## src/rtl/busreg_pkg.sv

```systemverilog
package busreg_pkg;

  localparam int BUS_W = 32;
  localparam int LANES = BUS_W / 8;

  typedef enum logic [1:0] {
    SP_MEM = 2'd0,
    SP_IO  = 2'd1,
    SP_CFG = 2'd2
  } space_e;

  typedef enum logic [1:0] {
    ST_IDLE = 2'd0,
    ST_TURN = 2'd1,
    ST_DATA = 2'd2,
    ST_SKIP = 2'd3
  } tstate_e;

  localparam logic [3:0] CMD_IO_RD  = 4'b0010;
  localparam logic [3:0] CMD_IO_WR  = 4'b0011;
  localparam logic [3:0] CMD_MEM_RD = 4'b0110;
  localparam logic [3:0] CMD_MEM_WR = 4'b0111;
  localparam logic [3:0] CMD_CFG_RD = 4'b1010;
  localparam logic [3:0] CMD_CFG_WR = 4'b1011;

  // Byte merge with active-low lane enables
  function automatic logic [BUS_W-1:0] merge_bytes(input logic [BUS_W-1:0] old_w,
                                                   input logic [BUS_W-1:0] new_w,
                                                   input logic [LANES-1:0] be_n);
    logic [BUS_W-1:0] res;
    for (int b = 0; b < LANES; b++) begin
      res[8*b +: 8] = be_n[b] ? old_w[8*b +: 8] : new_w[8*b +: 8];
    end
    return res;
  endfunction

endpackage

```

## src/rtl/busreg_decode.sv

```systemverilog
module busreg_decode
  import busreg_pkg::*;
#(
  parameter logic [31:0] MEM_BASE  = 32'h4000_0000,
  parameter logic [31:0] IO_BASE   = 32'h0000_1000,
  parameter int          MEM_WORDS = 16,
  parameter int          IO_WORDS  = 4,
  parameter int          CFG_WORDS = 8,
  parameter int          IDX_W     = 4
) (
  input  logic [BUS_W-1:0] ad,
  input  logic [3:0]       cbe_n,
  input  logic             idsel,
  output logic             claim,
  output logic             is_rd,
  output space_e           space,
  output logic [IDX_W-1:0] widx
);

  localparam int MEM_LSB = $clog2(MEM_WORDS) + 2;
  localparam int IO_LSB  = $clog2(IO_WORDS) + 2;
  localparam int CFG_TOP = $clog2(CFG_WORDS) + 2;

  always_comb begin
    claim = 1'b0;
    is_rd = ~cbe_n[0];
    space = SP_MEM;
    widx  = '0;
    case (cbe_n)
      CMD_MEM_RD, CMD_MEM_WR: begin
        space = SP_MEM;
        claim = (ad[31:MEM_LSB] == MEM_BASE[31:MEM_LSB]);
        widx  = IDX_W'(ad[MEM_LSB-1:2]);
      end
      CMD_IO_RD, CMD_IO_WR: begin
        space = SP_IO;
        claim = (ad[31:IO_LSB] == IO_BASE[31:IO_LSB]);
        widx  = IDX_W'(ad[IO_LSB-1:2]);
      end
      CMD_CFG_RD, CMD_CFG_WR: begin
        space = SP_CFG;
        claim = idsel && (ad[1:0] == 2'b00) && (ad[7:CFG_TOP] == '0);
        widx  = IDX_W'(ad[CFG_TOP-1:2]);
      end
      default: ;
    endcase
  end

endmodule

```

## src/rtl/busreg_ctrl.sv

```systemverilog
module busreg_ctrl
  import busreg_pkg::*;
#(
  parameter int MEM_WORDS = 16,
  parameter int IO_WORDS  = 4,
  parameter int CFG_WORDS = 8,
  parameter int IDX_W     = 4
) (
  input  logic             clk,
  input  logic             rst_n,
  input  logic             frame_n,
  input  logic             irdy_n,
  input  logic             dec_claim,
  input  logic             dec_rd,
  input  space_e           dec_space,
  input  logic [IDX_W-1:0] dec_widx,
  output logic             devsel_n,
  output logic             trdy_n,
  output logic             ad_oe,
  output logic             wr_en,
  output space_e           cur_space,
  output logic [IDX_W-1:0] cur_widx
);

  tstate_e          st_q, st_d;
  logic             rd_q;
  space_e           sp_q;
  logic [IDX_W-1:0] ix_q, ix_d;
  logic [IDX_W-1:0] wrap_mask;
  logic             addr_phase, ctx_en, xfer, ix_en;

  assign addr_phase = (st_q == ST_IDLE) && !frame_n;
  assign ctx_en     = addr_phase && dec_claim;
  assign xfer       = (st_q == ST_DATA) && !irdy_n;
  assign ix_en      = ctx_en || xfer;

  always_comb begin
    case (sp_q)
      SP_MEM:  wrap_mask = IDX_W'(MEM_WORDS - 1);
      SP_IO:   wrap_mask = IDX_W'(IO_WORDS - 1);
      default: wrap_mask = IDX_W'(CFG_WORDS - 1);
    endcase
  end

  always_comb begin
    ix_d = ctx_en ? dec_widx : ((ix_q + 1'b1) & wrap_mask);
  end

  always_comb begin
    st_d = st_q;
    case (st_q)
      ST_IDLE: begin
        if (addr_phase) begin
          if (dec_claim) st_d = dec_rd ? ST_TURN : ST_DATA;
          else           st_d = ST_SKIP;
        end
      end
      ST_TURN: st_d = ST_DATA;
      ST_DATA: if (xfer && frame_n) st_d = ST_IDLE;
      ST_SKIP: if (frame_n && irdy_n) st_d = ST_IDLE;
      default: st_d = ST_IDLE;
    endcase
  end

  always_ff @(posedge clk or negedge rst_n) begin
    if (!rst_n) begin
      st_q <= ST_IDLE;
      rd_q <= 1'b0;
      sp_q <= SP_MEM;
      ix_q <= '0;
    end else begin
      st_q <= st_d;
      if (ctx_en) begin
        rd_q <= dec_rd;
        sp_q <= dec_space;
      end
      if (ix_en) ix_q <= ix_d;
    end
  end

  assign devsel_n  = !((st_q == ST_TURN) || (st_q == ST_DATA));
  assign trdy_n    = (st_q != ST_DATA);
  assign ad_oe     = (st_q == ST_DATA) && rd_q;
  assign wr_en     = xfer && !rd_q;
  assign cur_space = sp_q;
  assign cur_widx  = ix_q;

  // strobes released after the last data cycle
  p_release_r10: assert property (@(posedge clk) disable iff (!rst_n)
    (!irdy_n && !trdy_n && frame_n) |=> (devsel_n && trdy_n && !ad_oe));

  // data lines are driven only after a cycle of claim without data
  p_turnaround_r5: assert property (@(posedge clk) disable iff (!rst_n)
    $rose(ad_oe) |-> $past(!devsel_n));

  // a missed decode never raises the claim
  p_quiet_r2: assert property (@(posedge clk) disable iff (!rst_n)
    (addr_phase && !dec_claim) |=> devsel_n);

  // an initiator wait keeps the word address and the ready strobe
  p_wait_hold_r7: assert property (@(posedge clk) disable iff (!rst_n)
    (!trdy_n && irdy_n) |=> ($stable(cur_widx) && !trdy_n));

endmodule

```

## src/rtl/busreg_bank.sv

```systemverilog
module busreg_bank
  import busreg_pkg::*;
#(
  parameter int          MEM_WORDS = 16,
  parameter int          IO_WORDS  = 4,
  parameter int          CFG_WORDS = 8,
  parameter int          IDX_W     = 4,
  parameter logic [31:0] DEV_ID    = 32'h5A17_0C3E
) (
  input  logic             clk,
  input  logic             rst_n,
  input  space_e           space,
  input  logic [IDX_W-1:0] widx,
  input  logic             wr_en,
  input  logic [LANES-1:0] be_n,
  input  logic [BUS_W-1:0] wdata,
  output logic [BUS_W-1:0] rdata
);

  localparam int IO_OFF  = MEM_WORDS;
  localparam int CFG_OFF = MEM_WORDS + IO_WORDS;
  localparam int TOTAL   = CFG_OFF + CFG_WORDS;
  localparam int FW      = $clog2(TOTAL);

  logic [BUS_W-1:0] word_q [TOTAL];
  logic [FW-1:0]    fidx;
  logic [TOTAL-1:0] wen;

  always_comb begin
    case (space)
      SP_MEM:  fidx = FW'(widx);
      SP_IO:   fidx = FW'(IO_OFF) + FW'(widx);
      default: fidx = FW'(CFG_OFF) + FW'(widx);
    endcase
  end

  // Per-word write enables; the identifier dword never takes a write
  for (genvar g = 0; g < TOTAL; g++) begin : g_wen
    if (g == CFG_OFF) begin : g_ro
      assign wen[g] = 1'b0;
    end else begin : g_rw
      assign wen[g] = wr_en && (fidx == FW'(g));
    end
  end

  always_ff @(posedge clk or negedge rst_n) begin
    if (!rst_n) begin
      for (int i = 0; i < TOTAL; i++) word_q[i] <= '0;
    end else begin
      for (int i = 0; i < TOTAL; i++) begin
        if (wen[i]) word_q[i] <= merge_bytes(word_q[i], wdata, be_n);
      end
    end
  end

  assign rdata = (fidx == FW'(CFG_OFF)) ? DEV_ID : word_q[fidx];

endmodule

```

## src/rtl/busreg_target.sv

```systemverilog
module busreg_target
  import busreg_pkg::*;
#(
  parameter logic [31:0] MEM_BASE  = 32'h4000_0000,
  parameter logic [31:0] IO_BASE   = 32'h0000_1000,
  parameter int          MEM_BYTES = 64,
  parameter int          IO_BYTES  = 16,
  parameter int          CFG_WORDS = 8,
  parameter logic [31:0] DEV_ID    = 32'h5A17_0C3E
) (
  input  logic        clk,
  input  logic        rst_n,
  input  logic        frame_n,
  input  logic        irdy_n,
  input  logic        idsel,
  input  logic [3:0]  cbe_n,
  input  logic [31:0] ad_in,
  output logic        devsel_n,
  output logic        trdy_n,
  output logic [31:0] ad_out,
  output logic        ad_oe
);

  localparam int MEM_WORDS = MEM_BYTES / 4;
  localparam int IO_WORDS  = IO_BYTES / 4;
  localparam int MAX_A     = (MEM_WORDS > IO_WORDS) ? MEM_WORDS : IO_WORDS;
  localparam int MAX_WORDS = (MAX_A > CFG_WORDS) ? MAX_A : CFG_WORDS;
  localparam int IDX_W     = $clog2(MAX_WORDS);

  logic [1:0]       rst_sync_q;
  logic             core_rst_n;
  logic             dec_claim, dec_rd;
  space_e           dec_space, cur_space;
  logic [IDX_W-1:0] dec_widx, cur_widx;
  logic             wr_en;
  logic [BUS_W-1:0] rdata;

  // Asynchronous assert, synchronous release
  always_ff @(posedge clk or negedge rst_n) begin
    if (!rst_n) rst_sync_q <= 2'b00;
    else        rst_sync_q <= {rst_sync_q[0], 1'b1};
  end
  assign core_rst_n = rst_sync_q[1];

  busreg_decode #(
    .MEM_BASE(MEM_BASE), .IO_BASE(IO_BASE), .MEM_WORDS(MEM_WORDS),
    .IO_WORDS(IO_WORDS), .CFG_WORDS(CFG_WORDS), .IDX_W(IDX_W)
  ) u_decode (
    .ad(ad_in), .cbe_n(cbe_n), .idsel(idsel),
    .claim(dec_claim), .is_rd(dec_rd), .space(dec_space), .widx(dec_widx)
  );

  busreg_ctrl #(
    .MEM_WORDS(MEM_WORDS), .IO_WORDS(IO_WORDS), .CFG_WORDS(CFG_WORDS), .IDX_W(IDX_W)
  ) u_ctrl (
    .clk(clk), .rst_n(core_rst_n), .frame_n(frame_n), .irdy_n(irdy_n),
    .dec_claim(dec_claim), .dec_rd(dec_rd), .dec_space(dec_space), .dec_widx(dec_widx),
    .devsel_n(devsel_n), .trdy_n(trdy_n), .ad_oe(ad_oe), .wr_en(wr_en),
    .cur_space(cur_space), .cur_widx(cur_widx)
  );

  busreg_bank #(
    .MEM_WORDS(MEM_WORDS), .IO_WORDS(IO_WORDS), .CFG_WORDS(CFG_WORDS),
    .IDX_W(IDX_W), .DEV_ID(DEV_ID)
  ) u_bank (
    .clk(clk), .rst_n(core_rst_n), .space(cur_space), .widx(cur_widx),
    .wr_en(wr_en), .be_n(cbe_n), .wdata(ad_in), .rdata(rdata)
  );

  assign ad_out = ad_oe ? rdata : '0;

endmodule

```

## config.mk

```make
export PLATFORM = sky130hd
export DESIGN_NAME = busreg_target
export DESIGN_NICKNAME = d
export VERILOG_FILES = /design/src/rtl/busreg_pkg.sv /design/src/rtl/busreg_decode.sv /design/src/rtl/busreg_ctrl.sv /design/src/rtl/busreg_bank.sv /design/src/rtl/busreg_target.sv
export SDC_FILE = /design/constraint.sdc
export NUM_CORES = 1
export LEC_CHECK = 0
export ABC_AREA = 1
export BUFFER_PORTS_ARGS = -buffer_cell sky130_fd_sc_hd__clkbuf_2
export CORE_MARGIN = 5
export CORE_UTILIZATION = 45
export DETAILED_ROUTE_END_ITERATION = 12
export SYNTH_ARGS = -nofsm -noshare
export SYNTH_HDL_FRONTEND = slang
export SYNTH_SLANG_ARGS = --single-unit
```

## constraint.sdc

```tcl
create_clock -name clk -period 32.5 [get_ports clk]
set_input_delay 0 -clock clk [delete_from_list [all_inputs] [get_ports clk]]
set_output_delay 0 -clock clk [all_outputs]
set_load 0.01 [all_outputs]
```

==> key figures <==
Status
  • Status: completed

Timing
  • Hold WS: roughly 0.044 ns
  • F_max: 0.189 GHz
  • TNS Setup: 0 ns
  • Setup ws final: about 27 ns
  • Setup Viol. Count Final: 0
  • Worst-Margin Slew: ~1.2 ns
  • Unrepaired setup endpoints after global routing: no
  • Worst Skew: about 0.020 ns
  • Final-report max-slew violation count: 0
  • Final Hold Viols: 0
  • Fin crit share: between 10% and 20%
  • Slew HR: between 20% and 30%
  • Final Critical Period: roughly 5.3 ns

Global routing
  • Number of global-route vias before repair: approximately 32,000
  • Largest net degree at the start of global routing: 165
  • Initial antenna violation count: 1
  • GRT Overall Usage: about a quarter
  • First-pass GRT wire length: around 200,000 µm
  • Congestion Overflow GR: 0

Critical path
  • Worst Reg2Reg Path Length in Cells: 4
  • Top delay family on crit path: simple AND/OR/NAND/NOR gates
  • Slowest cell on the critical path: nand2_1
  • Worst Path Required: between 30 and 40 ns
  • Crit end category: output port
  • Most used cell, CP: nand2_1
  • CP max stage delay: slightly below 0.8 ns
  • Reg2Reg Launch Point: rst_sync_q[1]
  • Worst setup path startpoint: u_ctrl.cur_widx[2]
  • Flop-to-flop setup slack: 27.98 ns
  • Crit-path max FO: 33
  • Worst path bufs/invs: 3
  • Crit path to: ad_out[10]
  • Arrival @ worst endpoint: 5.30 ns
  • Cell chain of the critical path: ha_1 -> nand2_1 -> o21ai_4 -> buf_4 -> nor2_4 -> buf_4 -> nand2_1 -> nand2_1 -> a21oi_1 -> nand3_1 -> nand2_1 -> nor2_1 -> clkbuf_2
  • Worst setup SP type: register
  • WS Path Type: reg2out
  • Critical path depth: 13
  • Reg2reg end: u_ctrl.cur_widx[1]

Clocking
  • CTS resizes: 0
  • # clock sinks: approximately 900
  • Clock Pin Slew Worst Setup and Hold Paths: 0.06 ns
  • Max H-tree Level: 3
  • Root Buffer: clkbuf_16
  • CTS Buffer Depth: 3
  • Clk Latency, worst-skew pair: 0.67 ns
  • CTS buffer count: 95
  • TritonCTS clock tree: yes

Placement
  • Port bufs: 75
  • Post-DP HPWL: 74,100 µm
  • GPL Wtd Cong: 0.846
  • Worst slack, placed: roughly 28 ns
  • Placed cells: about 6,000

Yosys
  • Avg Cell Area, Syn: ~8 µm²
  • Cell area after synthesis: 40,600 µm²
  • Ys flop type: dfrtp_1
  • Cell taking the most area after synthesis: dfrtp_1
  • Post-Synth XOR/XNOR Area: 0.0617%
  • Count leader, synth: nand2_1
  • Mapped Nets: roughly 5,000
  • EDFF count, synth: 0
  • Synth Area in Adders: 0.277%
  • Share of the synthesized area in the top cell type: between 50% and 60%
  • Area contributors post-synth: dfrtp_1 (54%), nand2_1 (14%), o21ai_1 (9.5%), o21ai_0 (4.8%), nor2_1 (3.7%)
  • Mapped Cells: 4,932
  • Top cells by count, synth: nand2_1 (1,525), dfrtp_1 (875), o21ai_1 (771)
  • Ys Warns: 0
  • Largest family of logic cells by synthesized area: simple AND/OR/NAND/NOR gates
  • Mux cell area share after synthesis: 0%
  • FF+latch count, synth: 875
  • Simple-Gate Fraction of Synth Area: 24.3%
  • Asr flop ratio synth: 100%
  • Post-synthesis sequential area ratio: 54.0%
  • Compound-gate portion of the synthesized area: approximately 17%
  • Synth cell types: 39

Hold path
  • Hold WC Path Type: in2reg

Route
  • Routed Antenna Nets: 0
  • Via Count: roughly 34,000
  • Mean routed wirelength per cell: between 20 and 25 µm
  • # DRC: 0
  • 1st-pass router iterations: 6
  • Post-DR vias/cell: approximately 5.6
  • Iteration-0 DRC Markers: 3,712
  • Post-Route WL: approximately 130,000 µm

Power
  • Leak: between 0.02 and 0.025 µW
  • PwrDens: between 80 and 90 nW/µm²
  • Worst VDD drop: between 0.00005 and 0.00006 V

Die
  • Num rows: 110
  • Core footprint: 89,700 µm²
  • # IOs: 76
  • Initial core utilization: ~45%
  • Die height: between 300 and 400 µm
  • Die Area: 96,300 µm²
  • Width of the die: just over 300 µm

Cells and area
  • Fill count: between 8,000 and 9,000
  • Area Overhead vs Synth: 11.5%
  • Non-Filler Instances: ~6,100
  • Share of cells above drive strength 1: a little under 9%
  • Fin nets: between 4,000 and 5,000

Run
  • Maxcap violations: 0
==> worst min-delay path, delay by kind of cell <==
| kind | cells | cell delay (ns) |
|---|---|---|
| buf+inv | 1 | 0.08 |
| simple gates | 4 | 0.58 |
==> metal layers <==
| layer | global-route usage (%) | up-vias | part of all wire [%] |
|---|---|---|---|
| li1 | - | 16300 | - |
| met1 | 37.8 | 16700 | 45 |
| met2 | 42.0 | 1040 | 46 |
| met3 | 4.26 | 189 | 6.6 |
| met4 | 8.18 | 0 | 3.1 |
| met5 | 0 | - | 0 |
==> cells by family (layout without fill, tap and decap cells) <==
group           after synthesis  after routing
compound gates             1329           1329
xor+xnor                      2              2
fa+ha+maj                     9              9
buf+inv                     431            423
flops                       875            875
other cells                   1              2
simple gates               2285           2285
==> cells in the final DEF (no fill, tap or decap), types with 3 or more instances in the layout <==
cell           netlist  final
o21ai_1            771    771
inv_2               10     10
o21ai_0            387    387
nand3_4             32     32
clkbuf_16            0     99
nand3_2             41     41
inv_6                0      4
bufinv_16            0      8
dfrtp_1            875    872
nor2_2               7      6
o22ai_1             92     92
nor3_1               7      7
inv_4                3      3
clkbuf_2             0     75
nor2_8               6      6
inv_1               51     50
a21oi_1             41     41
o221ai_1            13     13
nor2_1             401    400
buf_12               0      4
o211ai_1            15     15
nand2_2              8      8
dlygate4sd3_1        0     44
ha_1                 9      9
dfrtp_4              0      3
nand4_1             18     18
a31oi_1              6      5
clkbuf_1           207     16
nand2_1           1525   1525
nand3_1            227    227
clkbuf_8             0     34
buf_4                7     59
nor2_4               8     10
clkinv_2             0     13
==> cell type report <==
cell class | count | area (µm²) | area share [%]
repair buffers | 182 | 1340 | 2.96
clock buffers | 149 | 3010 | 6.64
well taps | 1176 | 1470 | 3.25
flip-flops and latches | 875 | 21900 | 48.4
inverters | 66 | 268 | 0.592
multi-input cells | 3626 | 16900 | 37.3
diodes | 1 | 2.50 | 0.00553
clock inverters | 26 | 348 | 0.769
==> state kept, by name, summed over array words and instances (netlist names) <==
| signal | flops |
|---|---|
| rst_sync_q | 2 |
| u_ctrl.cur_space | 2 |
| u_ctrl.rd_q | 1 |
| u_bank.word_q | 864 |
| u_ctrl.st_q | 2 |
| u_ctrl.cur_widx | 4 |
==> metrics by stage <==
step	instance area, µm²	total power, µW	util (%)
detailed placement	41400	2520	46.2
finish	45200	3680	50.4
CTS	45200	3690	50.4
global route	45200	3890	50.4
floorplan	40600	2140	-
global placement	41400	2510	46.2
==> power by group <==
part | switching (µW) | internal, µW
registers | 94.8 | 1230
logic | 842 | 349
clock network | 460 | 696
total | 1400 | 2280
==> worst min path at each step <==
| stage | from | endpoint | slack, ns | depth (start not counted) |
|---|---|---|---|---|
| floorplan | rst_n | rst_sync_q[0] | -0.30 | 0 |
| global placement | rst_n | rst_sync_q[0] | -0.20 | 1 |
| detailed placement | rst_n | rst_sync_q[0] | -0.20 | 1 |
| CTS | idsel | u_ctrl.st_q[1] | 0.002 | 6 |
| global route | idsel | u_ctrl.cur_widx[3] | 0.09 | 5 |
| finish | idsel | u_ctrl.cur_widx[3] | 0.04 | 5 |
==> what timing repair did <==
item / CTS / global route
buffers inserted: 0 / 0
hold buffers: 44 / 0
hold endpoints to repair: 612 / 0
No activity file was read; power rests on OpenSTA's default activity.
